===== src/rtl/bypass_pkg.sv =====
package bypass_pkg;

  localparam int XLEN      = 32;
  localparam int NREG      = 8;
  localparam int RIDX_W    = $clog2(NREG);
  localparam int SRC_A_LSB = 21;
  localparam int SRC_B_LSB = 15;
  localparam int N_OPND    = 2;

  typedef enum logic [1:0] {
    BYP_RF  = 2'b00,
    BYP_EXM = 2'b01,
    BYP_MWB = 2'b10
  } byp_sel_e;

  typedef enum logic {
    OP_ADD  = 1'b0,
    OP_NAND = 1'b1
  } alu_op_e;

  typedef struct packed {
    logic              vld;
    logic              wr;
    logic [RIDX_W-1:0] dst;
    logic [XLEN-1:0]   data;
  } stage_wb_t;

endpackage


===== src/rtl/byp_rst_sync.sv =====
module byp_rst_sync #(
  parameter int STAGES = 2
) (
  input  logic clk,
  input  logic rst_n,
  output logic rst_sync_n
);

  logic [STAGES-1:0] chain_q;
  logic [STAGES-1:0] chain_d;

  always_comb begin
    chain_d = {chain_q[STAGES-2:0], 1'b1};
  end

  always_ff @(posedge clk or negedge rst_n) begin
    if (!rst_n) chain_q <= '0;
    else        chain_q <= chain_d;
  end

  assign rst_sync_n = chain_q[STAGES-1];

endmodule


===== src/rtl/byp_src_fields.sv =====
module byp_src_fields #(
  parameter int IW     = 32,
  parameter int RIDX_W = 3,
  parameter int A_LSB  = 21,
  parameter int B_LSB  = 15
) (
  input  logic [IW-1:0]     instr,
  output logic [RIDX_W-1:0] src_a,
  output logic [RIDX_W-1:0] src_b
);

  localparam logic [IW-1:0] FIELD_ONES = IW'((1 << RIDX_W) - 1);
  localparam logic [IW-1:0] USED_MASK  = (FIELD_ONES << A_LSB) | (FIELD_ONES << B_LSB);

  logic unused_instr_bits;

  assign src_a = instr[A_LSB +: RIDX_W];
  assign src_b = instr[B_LSB +: RIDX_W];
  assign unused_instr_bits = ^(instr & ~USED_MASK);

endmodule


===== src/rtl/byp_operand_mux.sv =====
module byp_operand_mux
  import bypass_pkg::*;
(
  input  logic [RIDX_W-1:0] src,
  input  logic [XLEN-1:0]   rf_val,
  input  stage_wb_t         exm,
  input  stage_wb_t         mwb,
  output byp_sel_e          sel,
  output logic [XLEN-1:0]   opnd
);

  logic exm_hit;
  logic mwb_hit;

  always_comb begin
    exm_hit = exm.vld && exm.wr && (exm.dst == src);
    mwb_hit = mwb.vld && mwb.wr && (mwb.dst == src);
    if (exm_hit) begin
      sel  = BYP_EXM;
      opnd = exm.data;
    end else if (mwb_hit) begin
      sel  = BYP_MWB;
      opnd = mwb.data;
    end else begin
      sel  = BYP_RF;
      opnd = rf_val;
    end
  end

endmodule


===== src/rtl/byp_alu.sv =====
module byp_alu
  import bypass_pkg::*;
(
  input  alu_op_e         op,
  input  logic [XLEN-1:0] a,
  input  logic [XLEN-1:0] b,
  output logic [XLEN-1:0] y
);

  always_comb begin
    unique case (op)
      OP_ADD:  y = a + b;
      OP_NAND: y = ~(a & b);
      default: y = '0;
    endcase
  end

endmodule


===== src/rtl/pipe_bypass_unit.sv =====
module pipe_bypass_unit
  import bypass_pkg::*;
(
  input  logic        clk,
  input  logic        rst_n,
  input  logic [31:0] idex_instr,
  input  logic [31:0] idex_val_a,
  input  logic [31:0] idex_val_b,
  input  logic        idex_op,
  input  logic        idex_valid,
  input  logic        exm_valid,
  input  logic        exm_wr,
  input  logic [2:0]  exm_dest,
  input  logic [31:0] exm_result,
  input  logic        mwb_valid,
  input  logic        mwb_wr,
  input  logic [2:0]  mwb_dest,
  input  logic [31:0] mwb_result,
  output logic [1:0]  sel_a,
  output logic [1:0]  sel_b,
  output logic [31:0] opnd_a,
  output logic [31:0] opnd_b,
  output logic [31:0] alu_res_q,
  output logic        alu_vld_q
);

  logic rst_q_n;

  byp_rst_sync #(.STAGES(2)) u_rst_sync (
    .clk        (clk),
    .rst_n      (rst_n),
    .rst_sync_n (rst_q_n)
  );

  logic [RIDX_W-1:0] src_arr [N_OPND];
  logic [XLEN-1:0]   rf_arr  [N_OPND];
  logic [XLEN-1:0]   opnd_arr[N_OPND];
  byp_sel_e          sel_arr [N_OPND];
  stage_wb_t         exm_bus;
  stage_wb_t         mwb_bus;

  byp_src_fields #(
    .IW     (32),
    .RIDX_W (RIDX_W),
    .A_LSB  (SRC_A_LSB),
    .B_LSB  (SRC_B_LSB)
  ) u_fields (
    .instr (idex_instr),
    .src_a (src_arr[0]),
    .src_b (src_arr[1])
  );

  assign rf_arr[0] = idex_val_a;
  assign rf_arr[1] = idex_val_b;
  assign exm_bus   = '{vld: exm_valid, wr: exm_wr, dst: exm_dest, data: exm_result};
  assign mwb_bus   = '{vld: mwb_valid, wr: mwb_wr, dst: mwb_dest, data: mwb_result};

  for (genvar g = 0; g < N_OPND; g++) begin : g_opnd
    byp_operand_mux u_mux (
      .src    (src_arr[g]),
      .rf_val (rf_arr[g]),
      .exm    (exm_bus),
      .mwb    (mwb_bus),
      .sel    (sel_arr[g]),
      .opnd   (opnd_arr[g])
    );
  end

  assign sel_a  = sel_arr[0];
  assign sel_b  = sel_arr[1];
  assign opnd_a = opnd_arr[0];
  assign opnd_b = opnd_arr[1];

  logic [XLEN-1:0] alu_y;

  byp_alu u_alu (
    .op (alu_op_e'(idex_op)),
    .a  (opnd_arr[0]),
    .b  (opnd_arr[1]),
    .y  (alu_y)
  );

  logic [XLEN-1:0] res_d;
  logic            vld_d;

  always_comb begin
    vld_d = idex_valid;
    res_d = alu_res_q;
    if (idex_valid) res_d = alu_y;
  end

  always_ff @(posedge clk or negedge rst_q_n) begin
    if (!rst_q_n) begin
      alu_vld_q <= 1'b0;
      alu_res_q <= '0;
    end else begin
      alu_vld_q <= vld_d;
      alu_res_q <= res_d;
    end
  end

endmodule


===== config.mk =====
export PLATFORM = sky130hd
export DESIGN_NAME = pipe_bypass_unit
export DESIGN_NICKNAME = d
export VERILOG_FILES = /design/src/rtl/bypass_pkg.sv /design/src/rtl/byp_rst_sync.sv /design/src/rtl/byp_src_fields.sv /design/src/rtl/byp_operand_mux.sv /design/src/rtl/byp_alu.sv /design/src/rtl/pipe_bypass_unit.sv
export SDC_FILE = /design/constraint.sdc
export NUM_CORES = 1
export LEC_CHECK = 0
export ABC_AREA = 1
export ABC_CLOCK_PERIOD_IN_PS = 2500
export BUFFER_PORTS_ARGS = -buffer_cell sky130_fd_sc_hd__buf_2
export CORE_ASPECT_RATIO = 1.2
export CORE_MARGIN = 2
export CORE_UTILIZATION = 52
export DETAILED_ROUTE_END_ITERATION = 12
export HOLD_SLACK_MARGIN = 0.06
export PLACE_DENSITY_LB_ADDON = 0.2
export SLEW_MARGIN = 15
export SYNTH_ARGS = -nofsm -noshare
export SYNTH_HDL_FRONTEND = slang
export SYNTH_SLANG_ARGS = --single-unit

===== constraint.sdc =====
create_clock -name clk -period 2.5 [get_ports clk]
set_input_delay 0.25 -clock clk [delete_from_list [all_inputs] [get_ports clk]]
set_output_delay 0.25 -clock clk [all_outputs]
set_load 0.01 [all_outputs]

==> results of run 1 <==
## stage by stage
| stage | worst slack [ns] | std cells | hold slack [ns] | instance area [um2] | utilization |
|---|---|---|---|---|---|
| floorplan | -0.2448 | 1014 | -0.04559 | 6146 | - |
| global placement | -0.4730 | 1554 | 0.03420 | 8840 | 0.8049 |
| detailed placement | -0.5455 | 1554 | 0.04229 | 8840 | 0.8049 |
| CTS | -0.06030 | 1595 | 0.2540 | 9837 | 0.8956 |
## timing repair
item	in CTS
endpoints found under the setup margin	26
cloned	1
hold buffers	1
endpoints found under the hold margin	2
setup buffers	32
pin swaps	37
gates resized for setup	129
## kinds of logic after synthesis
group | count (synthesis) | synth area share
simple gates | 536 | 0.4363
compound gates | 217 | 0.2010
buf+inv | 182 | 0.1291
flops | 35 | 0.1499
fa+ha+maj | 29 | 0.06209
xor+xnor | 14 | 0.02098
other cells | 1 | 0.0006416
==> impl_metrics.py, run 1 <==
metrics = {
    "global_route": {
        "grt_max_degree": 34,
    },
    "die": {
        "num_rows": 42,
        "io_pins": 275,
        "fp.dieW_um": 100.8,
        "start_util": 0.5321,
        "die_y_um": 120.1,
    },
    "logic_synthesis": {
        "synth-seq-area-share": 0.1499,
        "synth_edf_count": 0,
        "synth_cell_types": 42,
        "synth_top_area_cell": "nand2_1",
        "synth_area_per_cell_um2": 5.764,
        "synth_common_cells": "nand2_1, inv_1, a21oi_1, nor2_1, o21ai_0",
        "yosys_warnings": 0,
        "synth_area_leaders": "nand2_1, dfrtp_1, inv_1",
        "synth_most_common_cell": "nand2_1",
        "ys_seq_elements": 35,
        "synthesis.area_um2": 5844,
        "synthFlopType": "dfrtp_1",
        "yosysTopAreaCellShare": 0.1933,
        "syn_inst": 1014,
        "synth_fp_nets": 1217,
        "synthArstFlopShare": 1.000,
    },
    "placement": {
        "dpl.hpwl_um": 21150,
        "port-buffer-count": 248,
        "place_congestion": 0.9739,
    },
    "run_status": {
        "stop_stage": "global routing",
        "firstError": "[ERROR DPL-0038] Utilization greater than 100%, impossible to legalize",
        "status": "stopped before the end",
    },
    "cts": {
        "cts_buffers": 5,
        "cts_max_path_buffers": 2,
        "cts_htree_levels": 2,
        "cts_root_buf": "clkbuf_16",
        "cts_sinks": 35,
    },
    "timing": {
        "postGrtWorstEndpoint": "alu_res_q[22]$_DFFE_PN0P_/D",
        "worst-ep-kind": "sequential cell input",
    },
}
==> run 2, diff against run 1 <==
--- a/config.mk
+++ b/config.mk
@@ -8,12 +8,10 @@
 export ABC_AREA = 1
 export ABC_CLOCK_PERIOD_IN_PS = 2500
 export BUFFER_PORTS_ARGS = -buffer_cell sky130_fd_sc_hd__buf_2
-export CORE_ASPECT_RATIO = 1.2
 export CORE_MARGIN = 2
-export CORE_UTILIZATION = 52
+export CORE_UTILIZATION = 40
 export DETAILED_ROUTE_END_ITERATION = 12
-export HOLD_SLACK_MARGIN = 0.06
-export PLACE_DENSITY_LB_ADDON = 0.2
+export PLACE_DENSITY_LB_ADDON = 0.15
 export SLEW_MARGIN = 15
 export SYNTH_ARGS = -nofsm -noshare
 export SYNTH_HDL_FRONTEND = slang
==> run 2 against run 1 <==
Compared with the run above:
- the flow now finishes, with violations (setup timing)
- synthesized cell count did not move
- synthesized area did not move
==> impl_metrics.py, run 2 <==
metrics = {
    "logic_synthesis": {
        "synthesis.area_um2": 5844,
        "synth_top_area_cell": "nand2_1",
        "synthFlopType": "dfrtp_1",
        "synth_edf_count": 0,
        "synthArstFlopShare": 1.000,
        "yosys_warnings": 0,
        "ys_seq_elements": 35,
        "synth_most_common_cell": "nand2_1",
        "yosysTopAreaCellShare": 0.1933,
        "synth_area_per_cell_um2": 5.764,
        "synth_area_leaders": "nand2_1, dfrtp_1, inv_1",
        "synth-seq-area-share": 0.1499,
        "synth_common_cells": "nand2_1, inv_1, a21oi_1, nor2_1, o21ai_0",
        "synth_fp_nets": 1217,
        "syn_inst": 1014,
        "synth_cell_types": 42,
    },
    "cts": {
        "clkLatencyLatePin_ns": 0.29,
        "path_clk_slew_ns": 0.06,
        "cts_max_path_buffers": 2,
        "cts_sinks": 35,
        "cts_buffers": 5,
        "cts_root_buf": "clkbuf_16",
        "cts_tree": "done",
        "cts_htree_levels": 2,
    },
    "global_route": {
        "antenna_found_initial": 0,
        "grt.overflow.total": 0,
        "grt_busiest_layer": "met2",
        "grt_max_degree": 45,
        "use_met2": 0.5863,
        "grt_util_met1": 0.4192,
        "grt_pass1_vias": 8650,
        "grt_pass1_wl_um": 42770,
        "track_usage": 0.3398,
        "met3_usage": 0.04725,
    },
    "detailed_routing": {
        "drt-vias-per-instance": 5.517,
        "routedWlPerCell_um": 18.08,
        "drc_errors": 0,
        "wirelength_um": 30440,
        "dr.pass1.iters": 6,
        "dr_total_vias": 9290,
        "drt.antenna.violating_nets": 0,
        "drt_iter0_markers": 734,
    },
    "run_status": {
        "status": "finished with violations",
        "violations": "setup timing",
    },
    "setup_path": {
        "worstSetupPathType": "input port to flop",
        "worstSetupStartpointType": "input port",
        "arrival_ns": 2.88,
        "critPathRequiredTime_ns": 2.68,
        "cp-end-kind": "flop",
        "crit_fanout": 5,
        "rr_startpoint": "alu_res_q[1]$_DFFE_PN0P_",
        "crit_start": "idex_instr[22]",
    },
    "timing": {
        "slew_headroom": 0.4868,
        "rsz0062_at_grt": "true",
        "drv_slew": 0,
        "finalHoldViolCount": 0,
        "setup_viol_count_final": 24,
        "worst_pin_slew_ns": 0.7689,
        "period_share": 1.080,
        "finalWorstSetupSlack_ns": -0.2003,
        "max_freq_ghz": 0.3703,
        "period_needed_ns": 2.700,
        "skew_ns": 0.007433,
    },
    "power": {
        "max-vdd-ir-drop_mv": 0.2687,
        "p_total_w": 0.004681,
        "powerDensity_nw_per_um2": 416.7,
        "leakagePower_nw": 5.990,
    },
    "placement": {
        "port-buffer-count": 248,
        "place_congestion": 0.9828,
        "dpl.hpwl_um": 21200,
    },
    "die": {
        "num_rows": 44,
        "fp.dieW_um": 124.9,
        "io_pins": 275,
        "start_util": 0.4052,
        "core_area_um2": 14420,
        "die_area_um2": 15590,
        "die_y_um": 124.9,
    },
    "cells_and_area": {
        "fill_cells": 1060,
        "layout_common_cells": "nand2_1, buf_2, buf_4, inv_1, nand2_2",
        "nets": 1702,
        "largest_reg_flops": 32,
        "antenna_cells": 0,
        "area_growth_pct": 92.21,
        "final_util": 0.7788,
        "largest_registers": "alu_res_q (32), u_rst_sync.chain_q (2), alu_vld_q (1)",
        "max_flop_register": "alu_res_q",
        "layout-drive-gt1-share": 0.5653,
        "layout_commonest_cell": "nand2_1",
    },
    "min_path": {
        "hold_path_class": "input port to flop",
        "hp-start": "idex_valid",
    },
    "flow_run": {
        "cap_violations": 0,
    },
}
[run 2: power breakdown]
| part | leakage (nW) | internal (W) | switching (W) |
|---|---|---|---|
| clock network | 0.0868 | 0.000497 | 0.000268 |
| logic | 5.49 | 0.00149 | 0.00171 |
| registers | 0.410 | 0.000661 | 0.0000544 |
| total | 5.99 | 0.00265 | 0.00203 |
[run 2: final cells by class]
type,count,area (um2),share of cell area
clock buffers,6,138.9,0.01236
flip-flops and latches,35,875.8,0.07797
inverters,141,576.8,0.05135
multi-input cells,799,5694,0.5069
clock inverters,2,35.03,0.003119
repair buffers,517,3682,0.3278
well taps,184,230.2,0.02049
[run 2: stage by stage]
| stage | setup TNS, ns | std cells | instance area, um2 | hold slack [ns] | setup slack [ns] |
|---|---|---|---|---|---|
| final | -2.429 | 1684 | 11230 | 0.2004 | -0.2003 |
| after global routing | -6.236 | 1684 | 11230 | 0.1972 | -0.3366 |
| after CTS | -0.7309 | 1646 | 10010 | 0.2067 | -0.09241 |
| after detailed placement | -12.85 | 1616 | 9030 | 0.03921 | -0.5917 |
| after global placement | -12.08 | 1616 | 9030 | 0.03538 | -0.5769 |
| after floorplan | -3.116 | 1014 | 6146 | -0.04559 | -0.2448 |
[run 2: repair_timing]
item / 4_1_cts / 5_1_grt
setup buffers: 17 / 35
setup endpoints to repair: 26 / 26
hold endpoints to repair: 2 / 0
hold buffers: 1 / 0
pin swaps: 36 / 106
gates cloned: 4 / 4
resized for setup: 129 / 225
[run 2: worst paths after layout]
path,cells after the start,endpoint,slack (ns)
hold / removal,1,alu_vld_q$_DFF_PN0_,0.20
max in group asynchronous,1,alu_res_q[30]$_DFFE_PN0P_,1.92
hold reg to reg,1,alu_res_q[8]$_DFFE_PN0P_,0.27
min in group asynchronous,1,alu_res_q[8]$_DFFE_PN0P_,0.27
setup reg to reg,1,alu_res_q[1]$_DFFE_PN0P_,1.66
setup / recovery,22,alu_res_q[26]$_DFFE_PN0P_,-0.20
[run 2: worst max-delay path, stage by stage]
cell and delay (ns):
buf_8 0.09, inv_2 0.04, nand2_2 0.07, nand2_4 0.07, nor2_8 0.14, nand2_8 0.10
buf_12 0.15, buf_6 0.12, a21oi_4 0.16, a21oi_4 0.06, ha_4 0.28, nand2_2 0.05
o21ai_2 0.18, inv_2 0.07, o221ai_4 0.24, nand2_4 0.11, nand2_4 0.11, nand4_1 0.17
nand4_1 0.17, nand3_2 0.08, nand2_1 0.09, nand2_1 0.05
[run 2: kinds of logic (layout without fill, tap and decap cells)]
family                     after synthesis  in the layout  share of synthesized area
and+or+nand+nor                        536            538                     0.4363
AOI/OAI and AO/OA                      217            217                     0.2010
xor gates and xnor gates                14             14                    0.02098
DFF                                     35             35                     0.1499
other                                    1              1                  0.0006416
adders and majority gates               29             29                    0.06209
buffers and inverters                  182            666                     0.1291
[run 2: routing by layer]
layer | vias to the layer above | routed length [um]
met4 | 0 | 1865
met1 | 4302 | 11720
met5 | - | 0
met3 | 154 | 2281
li1 | 4282 | -
met2 | 552 | 14580
(Power assumes the default switching activity.)
